[config.mk]
export PLATFORM = sky130hd
export DESIGN_NAME = span_fill_unit
export DESIGN_NICKNAME = d
export VERILOG_FILES = /design/src/rtl/span_fill_pkg.sv /design/src/rtl/span_fill_chain.sv /design/src/rtl/span_fill_carry.sv /design/src/rtl/span_fill_unit.sv
export SDC_FILE = /design/constraint.sdc
export NUM_CORES = 1
export LEC_CHECK = 0
export CORE_MARGIN = 2
export CORE_UTILIZATION = 57
export DETAILED_ROUTE_END_ITERATION = 8
export DONT_BUFFER_PORTS = 1
export MAX_ROUTING_LAYER = met4
export PLACE_DENSITY = 0.73
export SLEW_MARGIN = 20
export SYNTH_ARGS = -nofsm -noshare
export SYNTH_HDL_FRONTEND = slang
export SYNTH_SLANG_ARGS = --single-unit
export TNS_END_PERCENT = 20
[constraint.sdc]
create_clock -name clk -period 2.89 [get_ports clk]
set_clock_uncertainty 0.2 [all_clocks]
set_input_delay 0.4335 -clock clk [delete_from_list [all_inputs] [get_ports clk]]
set_output_delay 0.4335 -clock clk [all_outputs]
set_load 0.02 [all_outputs]
[src/rtl/span_fill_pkg.sv]
package span_fill_pkg;

  typedef enum logic [1:0] {
    FILL_OFF  = 2'd0,
    FILL_INCL = 2'd1,
    FILL_EXCL = 2'd2
  } fill_mode_e;

  function automatic fill_mode_e decode_mode(input logic incl, input logic excl);
    if (incl)      return FILL_INCL;
    else if (excl) return FILL_EXCL;
    else           return FILL_OFF;
  endfunction

endpackage

[src/rtl/span_fill_chain.sv]
module span_fill_chain
  import span_fill_pkg::*;
#(
  parameter int WORD_W = 16
) (
  input  logic [WORD_W-1:0] data_i,
  input  logic              carry_i,
  input  fill_mode_e        mode_i,
  output logic [WORD_W-1:0] data_o,
  output logic              carry_o
);

  localparam logic [WORD_W-1:0] ONE = {{(WORD_W-1){1'b0}}, 1'b1};

  generate
    for (genvar i = 0; i < WORD_W; i++) begin : g_bit
      localparam logic [WORD_W-1:0] LOW_MASK = (ONE << i) - ONE;
      logic before_c;
      logic after_c;
      assign before_c = carry_i ^ (^(data_i & LOW_MASK));
      assign after_c  = before_c ^ data_i[i];
      assign data_o[i] = (mode_i == FILL_INCL) ? (data_i[i] | before_c) :
                         (mode_i == FILL_EXCL) ? after_c : data_i[i];
    end
  endgenerate

  assign carry_o = carry_i ^ (^data_i);

endmodule

[src/rtl/span_fill_carry.sv]
module span_fill_carry (
  input  logic clk,
  input  logic rst_n,
  input  logic word_valid,
  input  logic row_first,
  input  logic carry_init,
  input  logic fill_on,
  input  logic chain_carry,
  output logic carry_start
);

  logic carry_q;
  logic carry_d;

  assign carry_start = row_first ? carry_init : carry_q;

  always_comb begin
    carry_d = carry_q;
    if (word_valid) begin
      carry_d = fill_on ? chain_carry : carry_start;
    end
  end

  always_ff @(posedge clk or negedge rst_n) begin
    if (!rst_n) carry_q <= 1'b0;
    else        carry_q <= carry_d;
  end

  // idle cycles leave the carry alone
  a_r9_carry_hold: assert property (@(posedge clk) disable iff (!rst_n)
    !word_valid |=> $stable(carry_q));

  // with fill off a row-first word leaves the programmed value behind
  a_r7_off_reload: assert property (@(posedge clk) disable iff (!rst_n)
    (word_valid && row_first && !fill_on) |=> (carry_q == $past(carry_init)));

endmodule

[src/rtl/span_fill_unit.sv]
module span_fill_unit
  import span_fill_pkg::*;
#(
  parameter int WORD_W = 16
) (
  input  logic              clk,
  input  logic              rst_n,
  input  logic [WORD_W-1:0] word_in,
  input  logic              word_valid,
  input  logic              row_first,
  input  logic              fill_incl,
  input  logic              fill_excl,
  input  logic              carry_init,
  output logic [WORD_W-1:0] word_out,
  output logic              out_valid
);

  fill_mode_e        mode;
  logic              carry_start;
  logic              chain_carry;
  logic [WORD_W-1:0] filled;
  logic [WORD_W-1:0] out_d;
  logic [WORD_W-1:0] out_q;
  logic              vld_q;

  assign mode = decode_mode(fill_incl, fill_excl);

  span_fill_carry u_carry (
    .clk        (clk),
    .rst_n      (rst_n),
    .word_valid (word_valid),
    .row_first  (row_first),
    .carry_init (carry_init),
    .fill_on    (mode != FILL_OFF),
    .chain_carry(chain_carry),
    .carry_start(carry_start)
  );

  span_fill_chain #(.WORD_W(WORD_W)) u_chain (
    .data_i (word_in),
    .carry_i(carry_start),
    .mode_i (mode),
    .data_o (filled),
    .carry_o(chain_carry)
  );

  always_comb begin
    out_d = out_q;
    if (word_valid) out_d = filled;
  end

  always_ff @(posedge clk or negedge rst_n) begin
    if (!rst_n) begin
      out_q <= '0;
      vld_q <= 1'b0;
    end else begin
      out_q <= out_d;
      vld_q <= word_valid;
    end
  end

  assign word_out  = out_q;
  assign out_valid = vld_q;

  // one-cycle strobe
  a_r2_valid_follows: assert property (@(posedge clk) disable iff (!rst_n)
    word_valid |=> out_valid);
  a_r2_no_spurious: assert property (@(posedge clk) disable iff (!rst_n)
    !word_valid |=> !out_valid);

  // pass-through
  a_r7_passthrough: assert property (@(posedge clk) disable iff (!rst_n)
    (word_valid && !fill_incl && !fill_excl) |=> (word_out == $past(word_in)));

  // inclusive output keeps every outline bit
  a_r4_keeps_outline: assert property (@(posedge clk) disable iff (!rst_n)
    (word_valid && fill_incl) |=> ((word_out & $past(word_in)) == $past(word_in)));

  // empty word at row start in exclusive mode is a solid copy of the initial carry
  a_r5_empty_row_start: assert property (@(posedge clk) disable iff (!rst_n)
    (word_valid && fill_excl && !fill_incl && row_first && (word_in == '0))
      |=> (word_out == {WORD_W{$past(carry_init)}}));

  // output stable through idle cycles
  a_r9_out_stable: assert property (@(posedge clk) disable iff (!rst_n)
    !word_valid |=> $stable(word_out));

endmodule

-- Word level (Yosys, flattened, before mapping)
Cells that the tools add are included.
- flip-flop bits (word level): 18
- latch bits: 0
- memory bits (writable): 0
- ROM bits: 0
- input bits: 23
- output and inout bits: 17
- memories: 0
- $add $sub $neg: 0
- multiply operators: 0
- divide/modulo/power cells: 0
- magnitude comparators: 0
- equality and inequality tests: 2
- shifts and indexed selects: 0
- multiplexer cells: 36
- bitwise gates (word level): 48
- reductions and logical operators: 17
- operators with widths (kind ; count):
    $reduce_xor 16->1 ; 16
    $mux 1 ; 34
    $xor 1x1->1 ; 32
    $or 1x1->1 ; 16
    $mux 2 ; 2
    $eq 2x1->1 const B ; 1
    $eq 2x2->1 const B ; 1
    $reduce_bool 2->1 ; 1

-- Logic depth before layout (Yosys ltp)
Gate-level depths: netlist of run 1.
- depth after elaboration: 5
- gate-level depth with buffers: 10
- mapped depth without buffers: 10

-- Modules after synthesis
Synthesis of run 1 repeated with hierarchy kept, for this count alone.
- cells, all modules: 168
- area total of the unflattened synthesis: 1714.1 um^2
- by module, submodules not included (module ; times used ; cells an instance ; area each (um^2) ; sequential area each (um^2)):
    span_fill_chain ; 1 ; 123 ; 949.7 ; 0.0
    span_fill_unit ; 1 ; 37 ; 686.9 ; 425.4
    span_fill_carry ; 1 ; 8 ; 77.6 ; 25.0

-- Least setup slack after synthesis of run 1
Ideal clock, no wire load.
- kind: input port to flip-flop
- start: input word_in[2]
- end: register out_q[15], in the netlist word_out[15]
- data arrival time: 2.862 ns
- required time: 2.565 ns
- path slack: -0.297 ns
- stages on the path: 10
- path buffers: 0
- path through: xor3_2 xnor3_2 xnor2_4 xnor2_2 xnor2_2 xnor2_1 ha_1 a211oi_1 a21oi_1 mux2_2
- longest elaborated chain between the ends: 5
- elaborated cells between the ends (all ways): 6
- classes of those cells: mux (2); bitwise (3); reduce/logical (1)
- ends and longest elaborated chain (element ; RTL line ; text):
    start, declared ; span_fill_unit.sv:8 ; input logic [WORD_W-1:0] word_in,
    $reduce_xor 16->1 (*) ; span_fill_chain.sv:20 ; assign before_c = carry_i ^ (^(data_i & LOW_MASK));
    $xor 1x1->1 (*) ; span_fill_chain.sv:20 ;
    $xor 1x1->1 ; span_fill_chain.sv:21 ; assign after_c = before_c ^ data_i[i];
    $mux 1 ; span_fill_chain.sv:23 ; (mode_i == FILL_EXCL) ? after_c : data_i[i];
    $mux 1 (*) ; span_fill_chain.sv:22 ; assign data_o[i] = (mode_i == FILL_INCL) ? (data_i[i] | before_c) :
    end signal, assigned ; span_fill_unit.sv:57 ; out_q <= out_d;
    end, declared ; span_fill_unit.sv:23 ; logic [WORD_W-1:0] out_q;
Mark *: on every way between the ends. The rest lies on a longest branch, timed or not.
A chain may end at the register's enable or synchronous reset.

-- Worst setup path in the final report of run 1
- start: input word_in[2]
- end: register out_q[10], in the netlist word_out[10]
Same word-level chain as after synthesis.

==> reports/metrics.cfg, run 1 <==
[status]
status=complete, no violations

[synthesis]
yosysWarnings=0
syn-num-nets=208
synth_adder_area_share_pct=12.1
ys_ff_latch=18
syn_inst=169
synth.top_cell.area_share_pct=27.3
synth_compound_area_share_pct=14.3
synth-simple-area-share_pct=6.21
synthMuxAreaShare_pct=12.9
avgSynthCellArea_um2=9.78
yosysSeqAreaShare_pct=27.3
synth_cell_types=26
synthesis.area_um2=1650
synth_top_area_cell=dfrtp_1
synth_xor_area_share_pct=20.9
synth_top_family_by_area=XOR/XNOR gates
yosys-top-cells-area=dfrtp_1 27%, ha_1 12%, mux2_2 11%

[placement]
hpwl_um=2250
dp_worst_setup_slack_ns=-0.247
gp_congestion=0.783
portBuffers=0

[sta]
fin_crit_ns=2.82
finalSetupTns_ns=0
setup_viol=0
hold_viol=0
maxSlewViolCount=0
worst_pin_slew_ns=0.811
whs_ns=0.0896
relSlewSlack_pct=45.8
period_share_pct=97.6
rsz0062_at_grt=yes
worst_slack_ns=0.0708
fmax_mhz=355

[setup_path]
crit_fanout=3
cp-start-kind=input pin
cpMostUsedCell=xnor2_1
cpMaxStageDelayCell=xnor3_2
cp.required_ns=2.88
max_stage_delay_ns=0.48
crit_arrival_ns=2.81
reg2regPathDepth=9
crit_path_end_kind=flop
path_class=in2reg
crit_chain=xor3_2, xnor3_2, xnor2_1, xnor2_2, xnor2_1, ha_1, a211oi_1, a21oi_1, mux2_2

[routing]
drc=0
drtAntennaViolNets=0
firstDrtPassIters=4
avgRoutedWirePerCell_um=14.6
vias_per_cell=5.71
drtIter0Drc=13
vias=1142
drt-total-wl_um=2920

[grt]
grt_max_degree=35
grt_pass1_wl_um=5120
antenna_found_initial=0
grt_use_total_pct=20.1
grt_overflow=0
grt_pass1_vias=1201

[power]
ir_worst_vdd_mv=0.545
power.total_mw=1.43
total_leakage_power_nw=0.795
p_per_area_nw_per_um2=811

[final_layout]
n_fill_cell=233
final_cell_mix=18 x inv_1, 18 x nor2_1, 18 x dfrtp_1, 17 x a21oi_1
synthToLayoutAreaGrowth_pct=7.04
fin_util_pct=64.2
drive_above_1_share_pct=20.7
diodes=0
nets=209

[clock_tree]
clock_path_buffers=2
cts-root-buf=clkbuf_4
post_cts_buffers=0
clk_transition_reported_paths_ns=0.10
clk_latency_ns=0.29
cts_sinks=18
cts_made_buffers=3
cts_tree=built
cts_htree_levels=1

[floorplanning]
start_util_pct=59.9
core_um2=2760
ioPinCount=40
die_width_um=57.9
dieArea_um2=3350
rows=19
die_y_um=57.9

[flow_run]
maxCapViolations=0

[hold_path]
hp-class=in2reg
hold_depth=1

-- metal layers --
layer | GRT usage, % | up-vias | share of wire [%]
met1 | 22.1 | 527 | 41
met5 | - | - | 0
li1 | - | 582 | -
met4 | 3.65 | 0 | 0.31
met3 | 5.80 | 2 | 6.7
met2 | 36.2 | 31 | 51
-- per-stage QoR --
step / instance area [um^2] / std cells
2_1_floorplan: 1660 / 169
3_3_place_gp: 1690 / 194
3_5_place_dp: 1690 / 194
4_1_cts: 1750 / 200
5_1_grt: 1770 / 200
6_report: 1770 / 200
-- sequential cells by signal (all words and copies together) (netlist names) --
register and count:
out_valid 1, word_out 16, u_carry.carry_q 1
-- path summary, 6_finish.rpt --
kind / from / end / slack (ns)
max: word_in[2] / word_out[10] / 0.07
min: word_valid / word_out[6] / 0.09
max reg2reg: u_carry.carry_q / word_out[10] / 0.20
min reg2reg: word_out[6] / word_out[6] / 0.47
max in group asynchronous: rst_n / word_out[2] / 1.52
min in group asynchronous: rst_n / word_out[8] / 0.47
-- Yosys cell counts, drive strengths merged --
| library cell | instances |
|---|---|
| a211oi | 16 |
| clkbuf | 9 |
| nand2 | 5 |
| buf | 1 |
| o2bb2ai | 1 |
| xor3 | 1 |
| xor2 | 3 |
| o41ai | 1 |
| ha | 16 |
| nor2 | 18 |
| a21oi | 17 |
| dfrtp | 18 |
| inv | 18 |
| mux2 | 16 |
| xnor3 | 4 |
| nor3 | 2 |
| nor4 | 1 |
| a221oi | 1 |
| mux2i | 2 |
| xnor2 | 18 |
| o21ai | 1 |
-- worst max-delay path: cells and delay by family --
kind | cells | cell delay (ns)
muxes | 1 | 0.26
xor gates and xnor gates | 5 | 1.58
adders and majority gates | 1 | 0.25
AOI/OAI and AO/OA | 2 | 0.28
-- power breakdown --
group / internal [mW] / switching [mW]
logic: 0.454 / 0.338
clock network: 0.0768 / 0.0752
registers: 0.336 / 0.154
total: 0.867 / 0.568
-- area by class of cell --
| class | count | area, um^2 | share of cell area, % |
|---|---|---|---|
| Multi-Input combinational cell | 123 | 1130 | 63.6 |
| Sequential cell | 18 | 450 | 25.5 |
| Inverter | 18 | 67.6 | 3.82 |
| Timing Repair Buffer | 6 | 50.0 | 2.83 |
| Tap cell | 31 | 38.8 | 2.19 |
| Clock buffer | 4 | 36.3 | 2.05 |
-- what timing repair did --
action / CTS / global route
endpoints found under the setup margin: 2 / 4
pin swaps: 2 / 0
gates resized for setup: 0 / 3
endpoints found under the hold margin: 19 / 0
hold buffers: 2 / 0
-- cells by family (layout without fill, tap and decap cells) --
| kind of cell | Yosys count | count (layout) |
|---|---|---|
| multiplexers | 18 | 18 |
| AND/OR/NAND/NOR | 26 | 26 |
| XOR/XNOR | 26 | 26 |
| buffers and inverters | 28 | 28 |
| flip-flops | 18 | 18 |
| adder cells (fa/ha/maj) | 16 | 16 |
| AO/OA/AOI/OAI | 37 | 37 |
(Power assumes the default switching activity.)
==> run 2, diff against run 1 <==
Settings changed: CTS_BUF_LIST set to sky130_fd_sc_hd__clkbuf_16, TNS_END_PERCENT 20 to unset.
==> reports/metrics.cfg, run 2 (synthesis results as in run 1) <==
[setup_path]
cpMostUsedCell=xnor2_4
r2r_slack_ns=0.17  ; -0.03 ns
crit_chain=xor3_2, xnor3_2, xnor2_4, xnor2_4, xnor2_2, xnor2_1, ha_1, a211oi_2, a21oi_1, mux2_4
cp.required_ns=2.82  ; -0.06 ns
crit_fanout=3  ; unchanged
max_stage_delay_ns=0.48  ; about the same
cp-start-kind=input pin
crit_buf_inv=0  ; unchanged
reg2regPathDepth=10  ; +1
cpMaxStageDelayCell=xnor3_2
regToRegStartpoint=u_carry.carry_q
timing.rr.end=word_out[15]
crit_path_end_kind=flop
path_class=in2reg
crit_arrival_ns=2.82  ; about the same
cpLargestDelayFamily=XOR/XNOR gates

[hold_path]
hold_depth=0  ; -1
min_from=word_valid
hp-class=in2reg
hold_end=out_valid

[sta]
whs_ns=0.0142  ; -0.0755 ns
fmax_mhz=346  ; -2.4%
worst_slack_ns=0.000119  ; -0.0707 ns
relSlewSlack_pct=43.9  ; -1.9 points
rsz0062_at_grt=yes
maxSlewViolCount=0  ; unchanged
finalSetupTns_ns=0  ; unchanged
setup_viol=0  ; unchanged
period_share_pct=100  ; +2.4 points
fin_crit_ns=2.89  ; +0.0707 ns
hold_viol=0  ; unchanged
worst_pin_slew_ns=0.839  ; +0.0282 ns

[placement]
hpwl_um=2300  ; +2.4%
portBuffers=0  ; unchanged
dp_worst_setup_slack_ns=-0.226  ; +0.0208 ns
post-place-cells=194  ; unchanged
place_area_um2=1690  ; unchanged
gp_congestion=0.784  ; about the same

[routing]
vias=1182  ; +3.5%
drc=0  ; unchanged
drt-total-wl_um=3170  ; +8.5%
drtAntennaViolNets=0  ; unchanged
avgRoutedWirePerCell_um=15.7  ; +7.5%
vias_per_cell=5.85  ; +2.5%
firstDrtPassIters=4  ; unchanged
drtIter0Drc=28  ; +15

[clock_tree]
cts_htree_levels=1  ; unchanged
cts-root-buf=clkbuf_16
clk_latency_ns=0.25  ; -0.04 ns
cts_made_buffers=3  ; unchanged
clock_path_buffers=2  ; unchanged
cts_sinks=18  ; unchanged
clk_transition_reported_paths_ns=0.05  ; -0.05 ns
cts_tree=built

[final_layout]
diodes=0  ; unchanged
synthToLayoutAreaGrowth_pct=10.7
largest_reg_flops=16  ; unchanged
fin_area_um2=1830  ; +3.5%
layoutNonFillerInstCount=202  ; +1.0%
final_cell_mix=18 x inv_1, 18 x nor2_1, 18 x dfrtp_1, 17 x a21oi_1, 16 x ha_1
n_fill_cell=211  ; -9.4%
drive_above_1_share_pct=22.2  ; +1.5 points
nets=211  ; +0.96%

[power]
ir_worst_vdd_mv=0.572  ; +4.9%
p_per_area_nw_per_um2=883  ; +8.9%
total_leakage_power_nw=0.824  ; +3.6%

[floorplanning]
dieArea_um2=3350  ; unchanged
die_y_um=57.9  ; unchanged
ioPinCount=40  ; unchanged
die_width_um=57.9  ; unchanged
core_um2=2760  ; unchanged
rows=19  ; unchanged
start_util_pct=59.9  ; unchanged

[grt]
antenna_found_initial=0  ; unchanged
grt_pass1_wl_um=5150  ; +0.55%
grt_overflow=0  ; unchanged
grt_max_degree=35  ; unchanged
grt_pass1_vias=1209  ; +0.67%
grt_use_total_pct=20.3  ; +0.27 points

[flow_run]
maxCapViolations=0  ; unchanged

[status]
status=complete, no violations

==> run 2: repair_timing <==
action	in CTS	in global routing
hold endpoints to repair	18	0
gates cloned	0	0
pin swaps	1	9
setup buffers	0	3
gates resized for setup	0	5
hold buffers	1	0
setup endpoints to repair	1	5
==> run 2: worst max-delay path by stage <==
stage | from | cells past startpoint | slack, ns | endpoint
3_5_place_dp | word_in[4] | 10 | -0.23 | word_out[15]
2_1_floorplan | word_in[4] | 10 | -0.19 | word_out[15]
3_3_place_gp | word_in[4] | 10 | -0.18 | word_out[15]
4_1_cts | u_carry.carry_q | 10 | -0.02 | word_out[15]
6_report | word_in[0] | 10 | 0.0001 | word_out[15]
5_1_grt | word_in[0] | 10 | -0.10 | word_out[15]
==> run 2: layout make-up <==
| type | count | area [um^2] | area share [%] |
|---|---|---|---|
| clock inverters | 1 | 3.75 | 0.205 |
| repair buffers | 8 | 62.6 | 3.42 |
| inverters | 18 | 67.6 | 3.69 |
| well taps | 31 | 38.8 | 2.12 |
| flip-flops and latches | 18 | 450 | 24.6 |
| multi-input cells | 123 | 1130 | 61.9 |
| clock buffers | 3 | 75.1 | 4.10 |
==> run 2: stage by stage <==
| stage | power (mW) | utilization [%] |
|---|---|---|
| after CTS | 1.55 | 64.5 |
| after floorplan | 1.11 | - |
| final | 1.62 | 66.4 |
| after detailed placement | 1.26 | 61.3 |
| after global routing | 1.74 | 66.4 |
| after global placement | 1.21 | 61.3 |
==> run 2: metal layers <==
metal	vias to the layer above	track usage (%)	wire, um
met5	-	-	0
met4	0	3.65	8
met3	2	4.24	136
met2	25	37.7	1700
met1	568	22.6	1320
li1	587	-	-
==> run 2: where the power goes <==
group / switching (mW) / leakage (nW) / internal [mW] / total [mW]
Combinational: 0.355 / 0.585 / 0.492 / 0.847
Clock: 0.0944 / 0.0385 / 0.184 / 0.278
Sequential: 0.154 / 0.200 / 0.338 / 0.492
Total: 0.603 / 0.824 / 1.01 / 1.62
==> run 3, diff against run 2 <==
Settings changed: PLACE_DENSITY 0.73 to 0.85.
==> reports/metrics.cfg, run 3 (synthesis results as in run 1) <==
[status]
status=finished with violations
violations=negative setup slack

[setup_path]
path_class=in2reg
crit_fanout=3  ; unchanged
cp.required_ns=2.82  ; about the same
cp-start-kind=input pin
crit_path_end_kind=flop
crit_arrival_ns=2.87  ; +0.05 ns

[power]
total_leakage_power_nw=0.852  ; +3.4%
p_per_area_nw_per_um2=927  ; +4.9%
ir_worst_vdd_mv=0.656  ; +15%

[routing]
drtIter0Drc=56  ; +100%
drtAntennaViolNets=0  ; unchanged
firstDrtPassIters=4  ; unchanged
vias=1229  ; +4.0%
vias_per_cell=6.02  ; +3.0%
top_layer=met4
met3_length_um=236  ; +74%
drc=0  ; unchanged
wl_met1_um=1350  ; +2.0%
avgRoutedWirePerCell_um=18.0  ; +15%
dr_wl_met2_um=2050  ; +20%
drt-total-wl_um=3680  ; +16%

[floorplanning]
ioPinCount=40  ; unchanged
die_y_um=57.9  ; unchanged
die_width_um=57.9  ; unchanged
dieArea_um2=3350  ; unchanged
rows=19  ; unchanged
core_um2=2760  ; unchanged
start_util_pct=59.9  ; unchanged

[sta]
rsz0062_at_grt=yes
worst_pin_slew_ns=0.865  ; +0.0260 ns
relSlewSlack_pct=42.1  ; -1.7 points
worst_slack_ns=-0.0482  ; -0.0483 ns
fin_crit_ns=2.94  ; +0.0483 ns
setup_viol=4  ; +4
hold_viol=0  ; unchanged
period_share_pct=102  ; +1.7 points
fmax_mhz=340  ; -1.6%
maxSlewViolCount=0  ; unchanged
finalSetupTns_ns=-0.135  ; -0.135 ns

[grt]
grt_max_degree=35  ; unchanged
grt_pass1_wl_um=6010  ; +17%
grt_overflow=0  ; unchanged
grt_use_total_pct=24.6  ; +4.3 points
grt_pass1_vias=1307  ; +8.1%
antenna_found_initial=0  ; unchanged

[clock_tree]
cts_htree_levels=1  ; unchanged
cts-root-buf=clkbuf_16
clock_path_buffers=2  ; unchanged
clk_transition_reported_paths_ns=0.05  ; about the same
cts_sinks=18  ; unchanged
clk_latency_ns=0.25  ; about the same
cts_made_buffers=3  ; unchanged
cts_tree=built

[final_layout]
layoutNonFillerInstCount=204  ; +0.99%
nets=214  ; +1.4%
drive_above_1_share_pct=27.2  ; +4.9 points
n_fill_cell=193  ; -8.5%
final_cell_mix=18 x inv_1, 18 x nor2_1, 18 x dfrtp_1, 16 x ha_1
diodes=0  ; unchanged
synthToLayoutAreaGrowth_pct=14.5
largest_reg_flops=16  ; unchanged

[placement]
gp_congestion=0.794  ; +1.3%
post-place-cells=196  ; +1.0%
hpwl_um=2550  ; +11%
portBuffers=0  ; unchanged

[hold_path]
hp-class=in2reg

[flow_run]
maxCapViolations=0  ; unchanged

[run 3: metal layers]
metal  up-vias  GRT usage (%)
met2        42           45.1
met1       588           26.9
li1        593              -
met5         -              -
met3         6           6.25
met4         0           4.65
[run 3: worst paths after layout]
check                                     start            to  slack, ns  cells after the start
max in group asynchronous                 rst_n  word_out[14]       1.41                      1
worst max register to register  u_carry.carry_q  word_out[15]       0.14                     10
worst min-delay path                 word_valid     out_valid       0.01                      0
worst max-delay path                 word_in[2]  word_out[15]      -0.05                     10
worst min register to register      word_out[5]   word_out[5]       0.47                      1
min in group asynchronous                 rst_n     out_valid       0.54                      1
[run 3: repair_timing]
action                                  in CTS  in global routing
gates resized for setup                      4                  8
endpoints found under the setup margin       3                  6
hold buffers                                 1                  0
pin swaps                                    1                  9
setup buffers                                0                  4
hold endpoints to repair                    18                  0
[run 3: layout make-up]
type,count,area (um^2),area share [%]
repair buffers,11,85.1,4.49
clock buffers,3,75.1,3.97
well taps,31,38.8,2.05
inverters,18,67.6,3.57
flip-flops and latches,18,450,23.8
multi-input cells,123,1180,62.1
[run 3: through the flow]
step                      setup WS [ns]  hold WS, ns  cell area [um^2]  power, mW  utilization, %
after detailed placement         -0.247      -0.0617              1700       1.29            61.8
after global routing             -0.162      0.00618              1890       1.87            68.6
final                           -0.0482       0.0125              1890       1.75            68.6
after CTS                       -0.0225      0.00931              1820       1.63            66.0
after floorplan                  -0.186      -0.0621              1660       1.11               -
after global placement           -0.153      -0.0617              1700       1.22            61.8
[run 3: power by group]
group	switching, mW	total, mW	internal (mW)
clock network	0.0891	0.271	0.182
logic	0.419	0.981	0.562
registers	0.165	0.502	0.338
total	0.673	1.75	1.08
[run 3: worst max-delay path: stages]
cell and delay (ns):
xor3_2 0.43, xnor3_2 0.47, xnor2_4 0.26, xnor2_4 0.16, xnor2_2 0.15, xnor2_1 0.15
ha_1 0.27, a211oi_2 0.24, a21oi_2 0.04, mux2_4 0.26
